File: config.mk
export PLATFORM = sky130hd
export DESIGN_NAME = w8_const_mult
export DESIGN_NICKNAME = d
export VERILOG_FILES = /design/src/rtl/w8cm_pkg.sv /design/src/rtl/w8cm_prep.sv /design/src/rtl/w8cm_scale.sv /design/src/rtl/w8cm_finish.sv /design/src/rtl/w8_const_mult.sv
export SDC_FILE = /design/constraint.sdc
export NUM_CORES = 1
export LEC_CHECK = 0
export BUFFER_PORTS_ARGS = -buffer_cell sky130_fd_sc_hd__buf_2
export CAP_MARGIN = 20
export CORE_MARGIN = 10
export CORE_UTILIZATION = 69
export DETAILED_ROUTE_END_ITERATION = 6
export GPL_TIMING_DRIVEN = 1
export PLACE_DENSITY = 0.92
export SLEW_MARGIN = 25
export SYNTH_ARGS = -nofsm -noshare
export SYNTH_HDL_FRONTEND = slang
export SYNTH_SLANG_ARGS = --single-unit
File: constraint.sdc
create_clock -name clk -period 10.6 [get_ports clk]
set_input_delay 1.06 -clock clk [delete_from_list [all_inputs] [get_ports clk]]
set_output_delay 1.06 -clock clk [all_outputs]
set_load 0.01 [all_outputs]
File: src/rtl/w8cm_pkg.sv
// Shared types for the eighth-root constant multiplier.
// Assumes nothing beyond the select encoding used by all submodules.
package w8cm_pkg;
    // Which rotation constant a sample is multiplied by.
    typedef enum logic {
        ROT_W1 = 1'b0,   // (sqrt2/2)(1 - j)
        ROT_W3 = 1'b1    // (sqrt2/2)(-1 - j)
    } rot_sel_e;
endpackage

File: src/rtl/w8cm_prep.sv
// Input stage: registers the guard-bit sum a+b and difference b-a of a sample.
// Assumes IW = DW + 1, so neither value can overflow.
module w8cm_prep #(
    parameter int DW = 16,
    parameter int IW = DW + 1
) (
    input  logic                 clk,
    input  logic                 rst_n,
    input  logic signed [DW-1:0] a_in,
    input  logic signed [DW-1:0] b_in,
    output logic signed [IW-1:0] sum_q,
    output logic signed [IW-1:0] dif_q
);
    logic signed [IW-1:0] a_x;
    logic signed [IW-1:0] b_x;

    // Sign-extend both parts by the guard bit.
    always_comb begin
        a_x = {a_in[DW-1], a_in};
        b_x = {b_in[DW-1], b_in};
    end

    // Register the shared sum and difference.
    always_ff @(posedge clk) begin
        if (!rst_n) begin
            sum_q <= '0;
            dif_q <= '0;
        end else begin
            sum_q <= a_x + b_x;
            dif_q <= b_x - a_x;
        end
    end
endmodule

File: src/rtl/w8cm_scale.sv
// Multiplies a guard-bit value by sqrt(2)/2 using only shifts and adds.
// The constant is 1 - 2^-2 - 2^-4 + 2^-6 + 2^-8 + 2^-14 + 2^-16 (error below 1e-6).
// Two registered stages; the product keeps FW fractional bits. Assumes FW >= 16,
// so that every shifted term is exact.
module w8cm_scale #(
    parameter int IW = 17,
    parameter int FW = 16,
    parameter int EW = IW + FW
) (
    input  logic                 clk,
    input  logic                 rst_n,
    input  logic signed [IW-1:0] x_in,
    output logic signed [EW-1:0] prod_q
);
    logic signed [EW-1:0] x_e;
    logic signed [EW-1:0] part_hi_q;
    logic signed [EW-1:0] part_lo_q;

    // Place the integer value above FW fractional zero bits.
    always_comb x_e = {x_in, {FW{1'b0}}};

    // Stage 1: the coarse digits and the fine digits, summed separately.
    always_ff @(posedge clk) begin
        if (!rst_n) begin
            part_hi_q <= '0;
            part_lo_q <= '0;
        end else begin
            part_hi_q <= x_e - (x_e >>> 2) - (x_e >>> 4);
            part_lo_q <= (x_e >>> 6) + (x_e >>> 8) + (x_e >>> 14) + (x_e >>> 16);
        end
    end

    // Stage 2: combine the two partial sums into the scaled product.
    always_ff @(posedge clk) begin
        if (!rst_n) prod_q <= '0;
        else        prod_q <= part_hi_q + part_lo_q;
    end
endmodule

File: src/rtl/w8cm_finish.sv
// Output stage: rounds both scaled values to the nearest integer, arranges them
// by the constant select (negating for W8^3), saturates to DW bits and registers.
// Assumes the scaled magnitudes fit in DW+2 bits after rounding.
module w8cm_finish
    import w8cm_pkg::*;
#(
    parameter int DW = 16,
    parameter int FW = 16,
    parameter int EW = DW + 1 + FW
) (
    input  logic                 clk,
    input  logic                 rst_n,
    input  logic                 vld_in,
    input  rot_sel_e             sel_in,
    input  logic signed [EW-1:0] sum_p,
    input  logic signed [EW-1:0] dif_p,
    output logic                 vld_q,
    output logic signed [DW-1:0] re_q,
    output logic signed [DW-1:0] im_q
);
    localparam int RW = DW + 2;
    localparam logic signed [EW-1:0] HALF = {{(EW-FW){1'b0}}, 1'b1, {(FW-1){1'b0}}};
    localparam logic signed [RW-1:0] POS_LIM = {3'b000, {(DW-1){1'b1}}};
    localparam logic signed [RW-1:0] NEG_LIM = {3'b111, {(DW-1){1'b0}}};

    logic signed [RW-1:0] r_sum;
    logic signed [RW-1:0] r_dif;
    logic signed [RW-1:0] pre_re;
    logic signed [RW-1:0] pre_im;

    // Clip an RW-bit value to the DW-bit two's-complement range.
    function automatic logic signed [DW-1:0] clip(input logic signed [RW-1:0] v);
        if (v > POS_LIM)      clip = DW'(POS_LIM);
        else if (v < NEG_LIM) clip = DW'(NEG_LIM);
        else                  clip = DW'(v);
    endfunction

    // Round half up, then choose the arrangement for the selected constant.
    always_comb begin
        r_sum = RW'((sum_p + HALF) >>> FW);
        r_dif = RW'((dif_p + HALF) >>> FW);
        if (sel_in == ROT_W3) begin
            pre_re = r_dif;
            pre_im = -r_sum;
        end else begin
            pre_re = r_sum;
            pre_im = r_dif;
        end
    end

    // Register the saturated result with its valid flag.
    always_ff @(posedge clk) begin
        if (!rst_n) begin
            vld_q <= 1'b0;
            re_q  <= '0;
            im_q  <= '0;
        end else begin
            vld_q <= vld_in;
            re_q  <= clip(pre_re);
            im_q  <= clip(pre_im);
        end
    end
endmodule

File: src/rtl/w8_const_mult.sv
// Top: multiplies complex samples by W8^1 or W8^3 with a fixed latency of
// LAT cycles and full throughput. The valid flag and the select travel beside
// the data in their own shift register so that each stays with its own sample.
module w8_const_mult
    import w8cm_pkg::*;
#(
    parameter int DW = 16,
    parameter int FW = 16
) (
    input  logic          clk,
    input  logic          rst_n,
    input  logic          in_valid,
    input  logic          in_sel,
    input  logic [DW-1:0] in_re,
    input  logic [DW-1:0] in_im,
    output logic          out_valid,
    output logic [DW-1:0] out_re,
    output logic [DW-1:0] out_im
);
    localparam int IW        = DW + 1;
    localparam int EW        = IW + FW;
    localparam int SCALE_LAT = 2;
    localparam int TAG_DEPTH = SCALE_LAT + 1;
    localparam int LAT       = TAG_DEPTH + 1;

    logic signed [IW-1:0] pair_in [2];
    logic signed [EW-1:0] pair_out[2];
    logic                 vld_pipe[TAG_DEPTH];
    rot_sel_e             sel_pipe[TAG_DEPTH];
    logic signed [DW-1:0] re_s;
    logic signed [DW-1:0] im_s;

    w8cm_prep #(.DW(DW), .IW(IW)) u_prep (
        .clk   (clk),
        .rst_n (rst_n),
        .a_in  (in_re),
        .b_in  (in_im),
        .sum_q (pair_in[0]),
        .dif_q (pair_in[1])
    );

    // One scaling chain each for the shared sum and the shared difference.
    for (genvar g = 0; g < 2; g++) begin : g_scale
        w8cm_scale #(.IW(IW), .FW(FW), .EW(EW)) u_scale (
            .clk    (clk),
            .rst_n  (rst_n),
            .x_in   (pair_in[g]),
            .prod_q (pair_out[g])
        );
    end

    // Valid and select tags follow the data through the prep and scale stages.
    for (genvar k = 0; k < TAG_DEPTH; k++) begin : g_tag
        always_ff @(posedge clk) begin
            if (!rst_n) begin
                vld_pipe[k] <= 1'b0;
                sel_pipe[k] <= ROT_W1;
            end else if (k == 0) begin
                vld_pipe[k] <= in_valid;
                sel_pipe[k] <= rot_sel_e'(in_sel);
            end else begin
                vld_pipe[k] <= vld_pipe[(k == 0) ? 0 : k-1];
                sel_pipe[k] <= sel_pipe[(k == 0) ? 0 : k-1];
            end
        end
    end

    w8cm_finish #(.DW(DW), .FW(FW), .EW(EW)) u_finish (
        .clk    (clk),
        .rst_n  (rst_n),
        .vld_in (vld_pipe[TAG_DEPTH-1]),
        .sel_in (sel_pipe[TAG_DEPTH-1]),
        .sum_p  (pair_out[0]),
        .dif_p  (pair_out[1]),
        .vld_q  (out_valid),
        .re_q   (re_s),
        .im_q   (im_s)
    );

    // Present the signed results on the plain output ports.
    always_comb begin
        out_re = re_s;
        out_im = im_s;
    end
endmodule

### Word-level counts from Yosys, hierarchy flattened

Memory sizes are Yosys's and may differ from the RTL's. A register that Yosys moved wholly into a read port is not among the register bits.
Cells that the tools add are included.

| storage, ports and cells | value |
|---|---|
| memory bits (writable) | 6 |
| output and inout port bits | 33 |
| memories kept | 2 |
| register bits | 264 |

| operators by class | value |
|---|---|
| mux-type cells | 14 |
| $add $sub $neg | 17 |
| reductions and logical operators | 3 |
| bitwise operators | 7 |
| magnitude comparators | 4 |

Memories:

| name | words | width | read ports | clocked after memory_dff | wr ports | RTL line | text |
|---|---|---|---|---|---|---|---|
| sel_pipe | 3 | 1 | 3 | 0 | 3 | w8_const_mult.sv:29 | `rot_sel_e sel_pipe[TAG_DEPTH];` |
| vld_pipe | 3 | 1 | 3 | 1 | 3 | w8_const_mult.sv:28 | `logic vld_pipe[TAG_DEPTH];` |

Operator list:

| kind | number |
|---|---|
| adder 33 x 17 -> 33 bit | 2 |
| adder 33 x 17 -> 33 bit (second input constant) | 2 |
| adder 33 bit | 2 |
| subtractor 33 x 29 -> 33 bit | 2 |
| subtractor 33 x 31 -> 33 bit | 2 |
| adder 28 x 19 -> 29 bit | 2 |
| adder 27 x 25 -> 28 bit | 2 |
| > comparator 18 x 16 -> 1 bit (second input constant) | 2 |
| less-than comparator 18 x 16 -> 1 bit (second input constant) | 2 |
| 2-to-1 mux 18 bit | 2 |
| 2-to-1 mux 16 bit | 2 |
| 2-to-1 mux 15 bit | 2 |
| negator 17 -> 18 bit | 1 |
| adder 16 x 16 -> 17 bit | 1 |
| subtractor 16 x 16 -> 17 bit | 1 |
| 2-to-1 mux 1 bit | 8 |
| OR 1 bit | 6 |
| OR reduction 2 bit | 2 |
| zero test 1 bit | 1 |
| NOT 1 bit | 1 |

### Depth between registers and ports, before layout

Gate-level depths: netlist (run 1).

| depth | value |
|---|---|
| depth after elaboration | 6 |
| gate-level depth with buffers | 22 |

### Hierarchy

Synthesis (run 1) repeated with hierarchy kept, for this count alone.

| unflattened totals | value |
|---|---|
| cell total of the unflattened synthesis | 2,062 |
| area, all modules | 18,307.6 µm² |

By module, submodules not included:

| module | sequential area each (µm²) | cells an instance | area an instance (µm²) | times used |
|---|---|---|---|---|
| w8cm_scale (g_scale[1].u_scale) | 1,661.6 | 714 | 6,641.4 | 1 |
| w8cm_scale (g_scale[0].u_scale) | 1,661.6 | 713 | 6,457.4 | 1 |
| w8cm_finish | 660.6 | 318 | 2,556.2 | 1 |
| w8cm_prep | 660.6 | 305 | 2,494.9 | 1 |
| w8_const_mult | 120.1 | 12 | 157.7 | 1 |

### Least setup slack after synthesis (run 1)

Ideal clock, no wire load.

| timing | value |
|---|---|
| path kind | flip-flop to flip-flop |
| start point | register u_prep.dif_q[0] (netlist name) |
| end point | register g_scale[0].u_scale.part_lo_q[30] |
| required time | 10.512 ns |
| arrival | 4.803 ns |
| period minus slack after synthesis | 4.890 ns |
| cell stages (with the launch flop) | 23 |
| setup slack | 5.710 ns |
| cells stage by stage | dfxtp_1 inv_1 fa_1 inv_1 ha_1 a21o_1 a21oi_1 nand2b_1 a21oi_1 a21oi_1 o21bai_1 a21oi_1 xnor2_1 ha_1 a21oi_1 nor2b_1 o21ai_0 a211oi_1 o31ai_1 a41oi_1 a21boi_1 or4b_1 o31ai_1 |

RTL lines:

| item | RTL line | text |
|---|---|---|
| to (signal assigned) | w8cm_scale.sv:29 | `part_lo_q <= (x_e >>> 6) + (x_e >>> 8) + (x_e >>> 14) + (x_e >>> 16);` |
| to (decl) | w8cm_scale.sv:17 | `logic signed [EW-1:0] part_lo_q;` |

==> metrics.md, run 1 <==
| Metric | Value |
|---|---|
| Slowest cell delay on critical path | `a little over 700 ps` |
| Clock tree skew after final layout | `11.0 ps` |
| Worst setup path category | `flip-flop to flip-flop` |
| Achievable frequency | `about 170 MHz` |
| Number of pins with negative max-slew slack in the final report | `0` |
| Die boundary width | `between 150 and 200 microns` |
| # Post-CTS Setup Buffers | `0` |
| Run status | `finished, violations left` |
| Wire length of the first global-routing pass | `between 60,000 and 70,000 microns` |
| Clock latency at the later pin of the worst-skew pair | `~450 ps` |
| Remaining number of nets flagged by the antenna check after routing | `0` |
| CP arrival | `between 6000 and 7000 ps` |
| Gr usage total | `between 20% and 30%` |
| Starting density of the core | `a little over two thirds` |
| Total negative setup slack | `0 ps` |
| Number of enable-type register cells in the synthesized netlist | `0` |
| Cell Chain, Critical Path | `inv_1 > fa_1 > inv_1 > ha_1 > a21o_1 > a21oi_1 > nand2b_1 > a21oi_1 > a21oi_1 > o21bai_1 > a21oi_1 > xnor2_1 > ha_1 > a21oi_1 > nor2b_1 > o21ai_0 > a211oi_1 > o31ai_1 > a41oi_1 > a21boi_1 > or4b_1 > o31ai_1` |
| Summed instance area of the synthesized netlist | `16,000 sq um` |
| Data required time of the critical path | `roughly 11,000 ps` |
| Bufs and invs on worst path | `2` |
| Number of CTS-inserted buffers | `17` |
| Maximum capacitance violations | `0` |
| Largest delay share family, worst path | `compound AO/OA/AOI/OAI gates` |
| Top-level port count | `slightly below 70` |
| Seq. cell area | `3820 sq um` |
| Peak VDD IR | `0.115 mV` |
| Fraction of layout instances using a drive strength above 1 | `under 10%` |
| Sequential-to-total area share from yosys stat | `a little under a quarter` |
| Most used flip-flop cell after synthesis | `sky130_fd_sc_hd__dfxtp_1` |
| Aggregate routed wire length | `around 40,000 microns` |
| Total inserted antenna cells | `0` |
| Async set-reset flop share out of synthesis | `0%` |
| Leading cell types in the layout, fill and taps excluded | `sky130_fd_sc_hd__ha_1, sky130_fd_sc_hd__nor2_1, sky130_fd_sc_hd__dfxtp_1` |
| CTS H-tree depth | `4` |
| Final HPWL from detailed placement | `around 30,000 microns` |
| Area of the multi-input gates | `11,500 sq um` |
| Count of port buffers added during placement | `68` |
| Layout Cells excl Fill | `around 2,200` |
| Buffer cell driving the clock tree root | `sky130_fd_sc_hd__clkbuf_16` |
| Length of the first detailed-routing pass in iterations | `7` |
| Period minus WS final | `a little under 6000 ps` |
| TritonCTS clock tree | `done` |
| Number of warnings issued by yosys | `0` |
| Clk buf depth | `2` |
| Area of the die | `just under 30,000 sq um` |
| Number of hold-repair buffers added at the cts stage | `0` |
| Critical Path Slowest Stage Cell | `sky130_fd_sc_hd__fa_1` |
| Register clock-pin slew on the reported worst setup and hold paths | `80 ps` |
| Floorplan Core Area | `roughly 23,000 sq um` |
| Vertical die dimension | `172 microns` |
| Via count | `14,111` |
| Worst-Margin Slew | `976 ps` |
| Per-cell routed wire length | `~18 microns` |
| Total of cells resized after clock tree synthesis | `0` |
| Violations in the final reports | `design-rule violations` |
| Count of distinct cell types in the synthesized netlist | `between 70 and 80` |
| Class of the most critical hold timing path | `flip-flop to flip-flop` |
| Crit end category | `flip-flop` |
| Final standard cell area without fillers | `17,100 sq um` |
| Most frequent CP cell | `sky130_fd_sc_hd__a21oi_1` |
| Crit-path max FO | `12` |
| Number of setup violations in the final report | `0` |
| DRC Markers | `2` |
| Pin count of the biggest net entering global routing | `94` |
| Share of the core filled with cells in the final layout | `~75%` |
| Nets | `approximately 2,200` |
| Met1 track demand over resource in global routing | `~32%` |
| Count of endpoints failing hold in the final timing report | `0` |
| Number of sinks driven by the clock tree | `~190` |
| Synthesized Nets | `between 2,000 and 2,500` |
| Synthesis-stage register bit count | `191` |
| Global-route congestion overflow total | `0` |
| Drt via density | `about 6.3` |
| Count of fill cells added during filler insertion | `~1,600` |
| Mean post-synth cell area | `~8.6 sq um` |
| Cell leakage power | `7.75 nW` |
| Final weighted congestion in routability-driven placement | `approximately 0.98` |
| Worst path setup slack after routing | `4810 ps` |
| Gr busiest metal | `met2` |
| Total cell area at the placement stage | `about 17,000 sq um` |
| Placed instance count | `around 2,200` |
| Vias in the first global route | `13,990` |
| Placement-stage worst setup slack | `~5000 ps` |
| Global routing usage on met2 | `between 40% and 50%` |
| Most common library cell in the layout ignoring fill and taps | `sky130_fd_sc_hd__ha_1` |
| Number of antenna violations at the first check in global routing | `0` |
| Row count | `55` |
| Power density over the cells | `roughly 250 nW/um^2` |
| Count of routing violations after the opening detailed-route iteration | `about 1,200` |
| Share of the clock period used by the worst path | `54.6%` |
| Max-slew headroom at the worst pin | `a little over a third` |
| Synth-to-layout area growth | `6.87%` |
| Unrepaired setup endpoints after global routing | `no` |
| Cells after Synth | `about 1,900` |
| Met3 capacity usage during global routing | `4.13%` |
| Type of element launching the critical path | `flip-flop` |
## metal layers
layer	up-vias	share of wire, %	routed length [microns]
met5	-	0	0
li1	6686	-	-
met4	0	4.7	1880
met3	153	7.1	2850
met1	6580	40	16200
met2	692	48	19300
## cells by family after synthesis
kind of cell | share of synthesized area [%]
AOI/OAI and AO/OA | 18.3
and+or+nand+nor | 18.4
muxes | 1.32
buffers and inverters | 4.23
xor gates and xnor gates | 9.23
DFF | 23.8
adders and majority gates | 24.7
## synthesized netlist by cell type, types with 12 or more instances
cell type,instances,area share (%)
sky130_fd_sc_hd__ha_1,221,17
sky130_fd_sc_hd__nor2_1,209,4.9
sky130_fd_sc_hd__dfxtp_1,191,24
sky130_fd_sc_hd__a21oi_1,125,3.9
sky130_fd_sc_hd__inv_1,114,2.7
sky130_fd_sc_hd__xnor2_1,105,5.7
sky130_fd_sc_hd__nand2_1,93,2.2
sky130_fd_sc_hd__o21ai_0,86,2.7
sky130_fd_sc_hd__xor2_1,64,3.5
sky130_fd_sc_hd__fa_1,60,7.5
sky130_fd_sc_hd__nor3_1,53,1.7
sky130_fd_sc_hd__nand3_1,46,1.4
sky130_fd_sc_hd__a21o_1,44,2.1
sky130_fd_sc_hd__clkbuf_1,36,0.84
sky130_fd_sc_hd__nor2b_1,33,1.3
sky130_fd_sc_hd__and2_1,29,1.1
sky130_fd_sc_hd__a211oi_1,24,1.1
sky130_fd_sc_hd__o21a_1,24,1.1
sky130_fd_sc_hd__nand4_1,22,0.86
sky130_fd_sc_hd__and3_1,21,0.82
sky130_fd_sc_hd__nand2b_1,17,0.66
sky130_fd_sc_hd__a31oi_1,15,0.59
sky130_fd_sc_hd__o21bai_1,15,0.70
sky130_fd_sc_hd__nor3b_1,13,0.61
sky130_fd_sc_hd__o31ai_1,13,0.61
sky130_fd_sc_hd__or3_1,13,0.51
sky130_fd_sc_hd__o31a_1,12,0.66
## worst register-to-register path: cells and delay by family (launching register included)
family          cells  cell delay (ps)
flops               1              640
compound gates     13             2310
buf+inv             2              430
fa+ha+maj           3             1310
xor+xnor            1              150
simple gates        3              860
## state kept, by name, summed over array words and instances (netlist names)
signal                     flops
u_prep.dif_q                  17
g_scale.u_scale.prod_q        36
u_prep.sum_q                  16
u_finish.re_q                 16
sel_pipe                       3
u_finish.im_q                 16
g_scale.u_scale.part_lo_q     43
vld_pipe                       3
u_finish.vld_q                 1
g_scale.u_scale.part_hi_q     40
## final timing paths
check,from,endpoint,slack [ps],cells past startpoint
max,u_prep.dif_q[0]$_SDFF_PN0_,g_scale[0].u_scale.part_lo_q[32]$_SDFF_PN0_,4810,22
min,vld_pipe[2]$_DFF_P_,u_finish.vld_q$_SDFF_PN0_,430,1
max reg2reg,u_prep.dif_q[0]$_SDFF_PN0_,g_scale[0].u_scale.part_lo_q[32]$_SDFF_PN0_,4810,22
min reg2reg,vld_pipe[2]$_DFF_P_,u_finish.vld_q$_SDFF_PN0_,430,1
## power breakdown
part | internal, mW | switching, mW
sequential | 0.941 | 0.183
clock | 0.320 | 0.320
combinational | 1.10 | 1.50
## final cells by class
cell class	instances	share of cell area (%)
tap	313	2.28
sequential	191	22.3
multi-input combinational	1514	67.3
timing repair buffer	72	2.16
clock buffer	18	2.56
clock inverter	14	0.861
inverter	114	2.51
## per-stage QoR
step | power (mW) | hold slack [ps]
floorplan | 3.04 | 406
global placement | 3.48 | 416
detailed placement | 3.61 | 416
CTS | 4.29 | 435
global route | 4.67 | 458
finish | 4.36 | 430
(Power assumes the default switching activity.)
==> run 2: changes to the inputs <==
- ABC_AREA: not set -> 1
- CORE_UTILIZATION: 69 -> 64
- PLACE_DENSITY: 0.92 -> 0.86
- clock period: 10.6 -> 5.75 ns (I/O delays scaled with it)
==> run 2 against run 1 <==
Compared with the run above:
- the flow now finishes without violations
- area after synthesis up 6.8%
- cell count increased by 25%
- critical path depth increased by 1
- first-iteration DRC count is 53% higher
- worst setup slack got worse by 3900 ps
- clock skew rose by 13 ps
- critical endpoint unchanged
- sequential cell count did not move
- cell area increased by 7.1%
- sequential share of layout area decreased by 1.5 points
- maximum frequency up 19%
- highest routed layer unchanged
==> metrics.md, run 2 <==
| Metric | Value |
|---|---|
| Run status | `finished clean (was finished, violations left)` |
| CTS H-tree depth | `4 (unchanged)` |
| Total length of routed met2 wires | `22,000 microns (was 19,300 microns)` |
| Power density over the cells | `445 nW/um^2 (was 254 nW/um^2)` |
| Area of the die | `33,700 sq um (was 29,700 sq um)` |
| Global-route congestion overflow total | `0 (unchanged)` |
| Async set-reset flop share out of synthesis | `0% (unchanged)` |
| Number of sinks driven by the clock tree | `191 (unchanged)` |
| Worst setup path category | `flip-flop to flip-flop (unchanged)` |
| Bufs and invs on worst path | `3 (was 2)` |
| Slowest cell delay on critical path | `650 ps (was 710 ps)` |
| Drt via density | `6.04 (was 6.31)` |
| Wire length of the first global-routing pass | `77,600 microns (was 66,500 microns)` |
| Data required time of the critical path | `6060 ps (was 10,970 ps)` |
| DRC Markers | `0 (was 2)` |
| Length of the first detailed-routing pass in iterations | `6 (was 7)` |
| Maximum capacitance violations | `0 (unchanged)` |
| Type of element launching the critical path | `flip-flop (unchanged)` |
| # Post-CTS Setup Buffers | `0 (unchanged)` |
| Total inserted antenna cells | `0 (unchanged)` |
| Area share of the leading cell type in the synthesized netlist | `22.3% (was 23.8%)` |
| TritonCTS clock tree | `done (unchanged)` |
| Final standard cell area without fillers | `18,400 sq um (was 17,100 sq um)` |
| Leading cell types in the layout, fill and taps excluded | `sky130_fd_sc_hd__nand2_1, sky130_fd_sc_hd__a21oi_1, sky130_fd_sc_hd__inv_1 (was sky130_fd_sc_hd__ha_1, sky130_fd_sc_hd__nor2_1, sky130_fd_sc_hd__dfxtp_1)` |
| Critical Path Slowest Stage Cell | `sky130_fd_sc_hd__fa_1 (unchanged)` |
| Largest delay share family, worst path | `simple AND/OR/NAND/NOR gates (was compound AO/OA/AOI/OAI gates)` |
| Pin count of the biggest net entering global routing | `78 (was 94)` |
| Number of flip-flops in the largest register | `43 (unchanged)` |
| Share of the core filled with cells in the final layout | `70.1% (was 75.3%)` |
| Sequential-to-total area share from yosys stat | `22.3% (was 23.8%)` |
| Registers with the highest flip-flop counts | `g_scale.u_scale.part_lo_q x43, g_scale.u_scale.part_hi_q x40, g_scale.u_scale.prod_q x36 (unchanged)` |
| Buffer cell driving the clock tree root | `sky130_fd_sc_hd__clkbuf_16 (unchanged)` |
| Cell leakage power | `8.85 nW (was 7.75 nW)` |
| Per-cell routed wire length | `17.1 microns (was 18.0 microns)` |
| Total of cells resized after clock tree synthesis | `0 (unchanged)` |
| Count of routing violations after the opening detailed-route iteration | `1,888 (was 1,235)` |
| Crit end category | `flip-flop (unchanged)` |
| Synthesis-stage register bit count | `191 (unchanged)` |
| CP arrival | `5180 ps (was 6170 ps)` |
| Clock latency at the later pin of the worst-skew pair | `450 ps (about the same)` |
| Register clock-pin slew on the reported worst setup and hold paths | `90 ps (was 80 ps)` |
| Most area-hungry cell type in the Yosys netlist | `sky130_fd_sc_hd__dfxtp_1 (unchanged)` |
| Final HPWL from detailed placement | `38,800 microns (was 30,000 microns)` |
| Number of pins with negative max-slew slack in the final report | `0 (unchanged)` |
| Mean post-synth cell area | `7.17 sq um (was 8.57 sq um)` |
| Total cell area at the placement stage | `17,700 sq um (was 16,600 sq um)` |
| Count of endpoints failing hold in the final timing report | `0 (unchanged)` |
| Unrepaired setup endpoints after global routing | `no (unchanged)` |
| Max-slew headroom at the worst pin | `43.1% (was 34.9%)` |
| Via count | `16,880 (was 14,111)` |
| Area contributors post-synth | `sky130_fd_sc_hd__dfxtp_1, sky130_fd_sc_hd__ha_1, sky130_fd_sc_hd__a21oi_1 (was sky130_fd_sc_hd__dfxtp_1, sky130_fd_sc_hd__ha_1, sky130_fd_sc_hd__fa_1)` |
| Count of distinct cell types in the synthesized netlist | `54 (was 77)` |
| Cells after Synth | `2,391 (was 1,872)` |
| Synthesized Nets | `2,708 (was 2,189)` |
| Aggregate routed wire length | `47,900 microns (was 40,200 microns)` |
| Floorplan Core Area | `26,200 sq um (was 22,800 sq um)` |
| Starting density of the core | `65.4% (was 70.4%)` |
| Cell Chain, Critical Path | `buf_4 > inv_1 > fa_1 > inv_1 > ha_1 > nand3_1 > nand2_1 > nand2_1 > nor2_1 > nor2_1 > o21ai_0 > a21boi_0 > o21ai_0 > a21oi_1 > xor2_1 > ha_1 > nand2_1 > nor4_1 > nand3_1 > nand3_1 > nand3_1 > nand3_1 > a21oi_1 (was inv_1 > fa_1 > inv_1 > ha_1 > a21o_1 > a21oi_1 > nand2b_1 > a21oi_1 > a21oi_1 > o21bai_1 > a21oi_1 > xnor2_1 > ha_1 > a21oi_1 > nor2b_1 > o21ai_0 > a211oi_1 > o31ai_1 > a41oi_1 > a21boi_1 > or4b_1 > o31ai_1)` |
| Die boundary width | `184 microns (was 172 microns)` |
| Vias in the first global route | `15,777 (was 13,990)` |
| Count of fill cells added during filler insertion | `2,210 (was 1,552)` |
| Achievable frequency | `206 MHz (was 173 MHz)` |
| Total negative setup slack | `0 ps (unchanged)` |
| Worst path setup slack after routing | `885 ps (was 4810 ps)` |
| Top-level port count | `69 (unchanged)` |
| Number of hold-repair buffers added at the cts stage | `0 (unchanged)` |
| Most used standard cell by instance count after synthesis | `sky130_fd_sc_hd__nand2_1 (was sky130_fd_sc_hd__ha_1)` |
| Placement-stage worst setup slack | `930 ps (was 4970 ps)` |
| Number of setup violations in the final report | `0 (unchanged)` |
| Summed instance area of the synthesized netlist | `17,100 sq um (was 16,000 sq um)` |
| Count of port buffers added during placement | `68 (unchanged)` |
| Clk buf depth | `2 (unchanged)` |
| Most used flip-flop cell after synthesis | `sky130_fd_sc_hd__dfxtp_1 (unchanged)` |
| Total length of routed met3 wires | `3530 microns (was 2850 microns)` |
| Row count | `59 (was 55)` |
| Placed instance count | `2,761 (was 2,204)` |
| Fraction of layout instances using a drive strength above 1 | `7.00% (was 7.59%)` |
| Most common library cell in the layout ignoring fill and taps | `sky130_fd_sc_hd__nand2_1 (was sky130_fd_sc_hd__ha_1)` |
| Most frequent CP cell | `sky130_fd_sc_hd__nand3_1 (was sky130_fd_sc_hd__a21oi_1)` |
| Number of CTS-inserted buffers | `17 (unchanged)` |
| Highest routed metal layer | `met4 (unchanged)` |
| Number of warnings issued by yosys | `0 (unchanged)` |
| Power Total | `8.18 mW (was 4.36 mW)` |
| Worst hold slack across all endpoints | `315 ps (was 430 ps)` |
| Gr usage total | `28.0% (was 27.2%)` |
| Number of antenna violations at the first check in global routing | `0 (unchanged)` |
| Clock tree skew after final layout | `23.8 ps (was 11.0 ps)` |
| Final weighted congestion in routability-driven placement | `1.00 (was 0.979)` |
| Period minus WS final | `4860 ps (was 5790 ps)` |
| Layout Cells excl Fill | `2,793 (was 2,236)` |
| Share of the clock period used by the worst path | `84.6% (was 54.6%)` |
| Most used standard cells in the synthesized netlist | `sky130_fd_sc_hd__nand2_1, sky130_fd_sc_hd__a21oi_1, sky130_fd_sc_hd__inv_1, sky130_fd_sc_hd__o21ai_0, sky130_fd_sc_hd__ha_1 (was sky130_fd_sc_hd__ha_1, sky130_fd_sc_hd__nor2_1, sky130_fd_sc_hd__dfxtp_1, sky130_fd_sc_hd__a21oi_1, sky130_fd_sc_hd__inv_1)` |
| Number of enable-type register cells in the synthesized netlist | `0 (unchanged)` |
| Nets | `2,762 (was 2,227)` |
| Peak VDD IR | `0.255 mV (was 0.115 mV)` |
| Remaining number of nets flagged by the antenna check after routing | `0 (unchanged)` |
| Synth-to-layout area growth | `7.16% (was 6.87%)` |
| Class of the most critical hold timing path | `input port to flip-flop (was flip-flop to flip-flop)` |
| Worst-Margin Slew | `852 ps (was 976 ps)` |
| Register with the highest flop count | `g_scale.u_scale.part_lo_q (unchanged)` |
| Register-to-register path setup slack | `890 ps (was 4810 ps)` |
| Vertical die dimension | `184 microns (was 172 microns)` |
| Crit-path max FO | `12 (unchanged)` |
| Wire length on met1 | `20,900 microns (was 16,200 microns)` |
run 2: changes by cell type in the layout (fill, tap and decap cells not counted), moves of 18 or more:
cell,before,now
sky130_fd_sc_hd__nor2b_1,33,0
sky130_fd_sc_hd__nor3_1,53,31
sky130_fd_sc_hd__nand2_1,93,431
sky130_fd_sc_hd__a21oi_1,125,344
sky130_fd_sc_hd__and3_1,21,1
sky130_fd_sc_hd__xnor2_1,105,18
sky130_fd_sc_hd__a21o_1,44,14
sky130_fd_sc_hd__and2_1,29,4
sky130_fd_sc_hd__xor2_1,64,35
sky130_fd_sc_hd__a211oi_1,24,6
sky130_fd_sc_hd__nor2_1,209,185
sky130_fd_sc_hd__nand3_1,46,82
sky130_fd_sc_hd__o21ai_0,86,230
sky130_fd_sc_hd__inv_1,113,264
run 2: metal layers:
metal / track usage, % / vias to the layer above
li1: - / 8228
met1: 36.3 / 7794
met2: 46.1 / 756
met3: 4.55 / 102
met4: 9.84 / 0
met5: 0 / -
run 2: power breakdown:
part           internal [mW]  switching [mW]  total [mW]
sequential              1.73           0.295        2.02
combinational           1.67            3.26        4.93
clock                  0.608           0.614        1.22
run 2: worst register-to-register path, cell delays in order, from the launching register on:
cell	delay, ps
sky130_fd_sc_hd__dfxtp_1	320
sky130_fd_sc_hd__buf_4	200
sky130_fd_sc_hd__inv_1	220
sky130_fd_sc_hd__fa_1	650
sky130_fd_sc_hd__inv_1	70
sky130_fd_sc_hd__ha_1	290
sky130_fd_sc_hd__nand3_1	70
sky130_fd_sc_hd__nand2_1	100
sky130_fd_sc_hd__nand2_1	80
sky130_fd_sc_hd__nor2_1	90
sky130_fd_sc_hd__nor2_1	60
sky130_fd_sc_hd__o21ai_0	270
sky130_fd_sc_hd__a21boi_0	200
sky130_fd_sc_hd__o21ai_0	300
sky130_fd_sc_hd__a21oi_1	130
sky130_fd_sc_hd__xor2_1	200
sky130_fd_sc_hd__ha_1	360
sky130_fd_sc_hd__nand2_1	100
sky130_fd_sc_hd__nor4_1	400
sky130_fd_sc_hd__nand3_1	150
sky130_fd_sc_hd__nand3_1	150
sky130_fd_sc_hd__nand3_1	100
sky130_fd_sc_hd__nand3_1	140
sky130_fd_sc_hd__a21oi_1	80
run 2: cell families after synthesis:
| group | Yosys count | share of synthesized area [%] |
|---|---|---|
| xor gates and xnor gates | 53 | 2.71 |
| DFF | 191 | 22.3 |
| buffers and inverters | 310 | 7.10 |
| and+or+nand+nor | 845 | 21.9 |
| adders and majority gates | 281 | 23.1 |
| muxes | 1 | 0.0584 |
| AOI/OAI and AO/OA | 710 | 22.7 |
run 2: worst paths after layout:
check	startpoint	end	cells past startpoint
max	u_prep.dif_q[0]$_SDFF_PN0_	g_scale[0].u_scale.part_lo_q[32]$_SDFF_PN0_	23
min	in_sel	sel_pipe[0]$_DFF_P_	3
max reg2reg	u_prep.dif_q[0]$_SDFF_PN0_	g_scale[0].u_scale.part_lo_q[32]$_SDFF_PN0_	23
min reg2reg	vld_pipe[2]$_DFF_P_	u_finish.vld_q$_SDFF_PN0_	2
run 2: layout make-up:
cell class	count	area, sq um	share of cell area (%)
timing repair buffer	74	388	2.11
clock buffer	18	439	2.39
tap	335	419	2.28
multi-input combinational	1890	12100	65.9
clock inverter	14	180	0.981
sequential	191	3820	20.8
inverter	271	1020	5.54
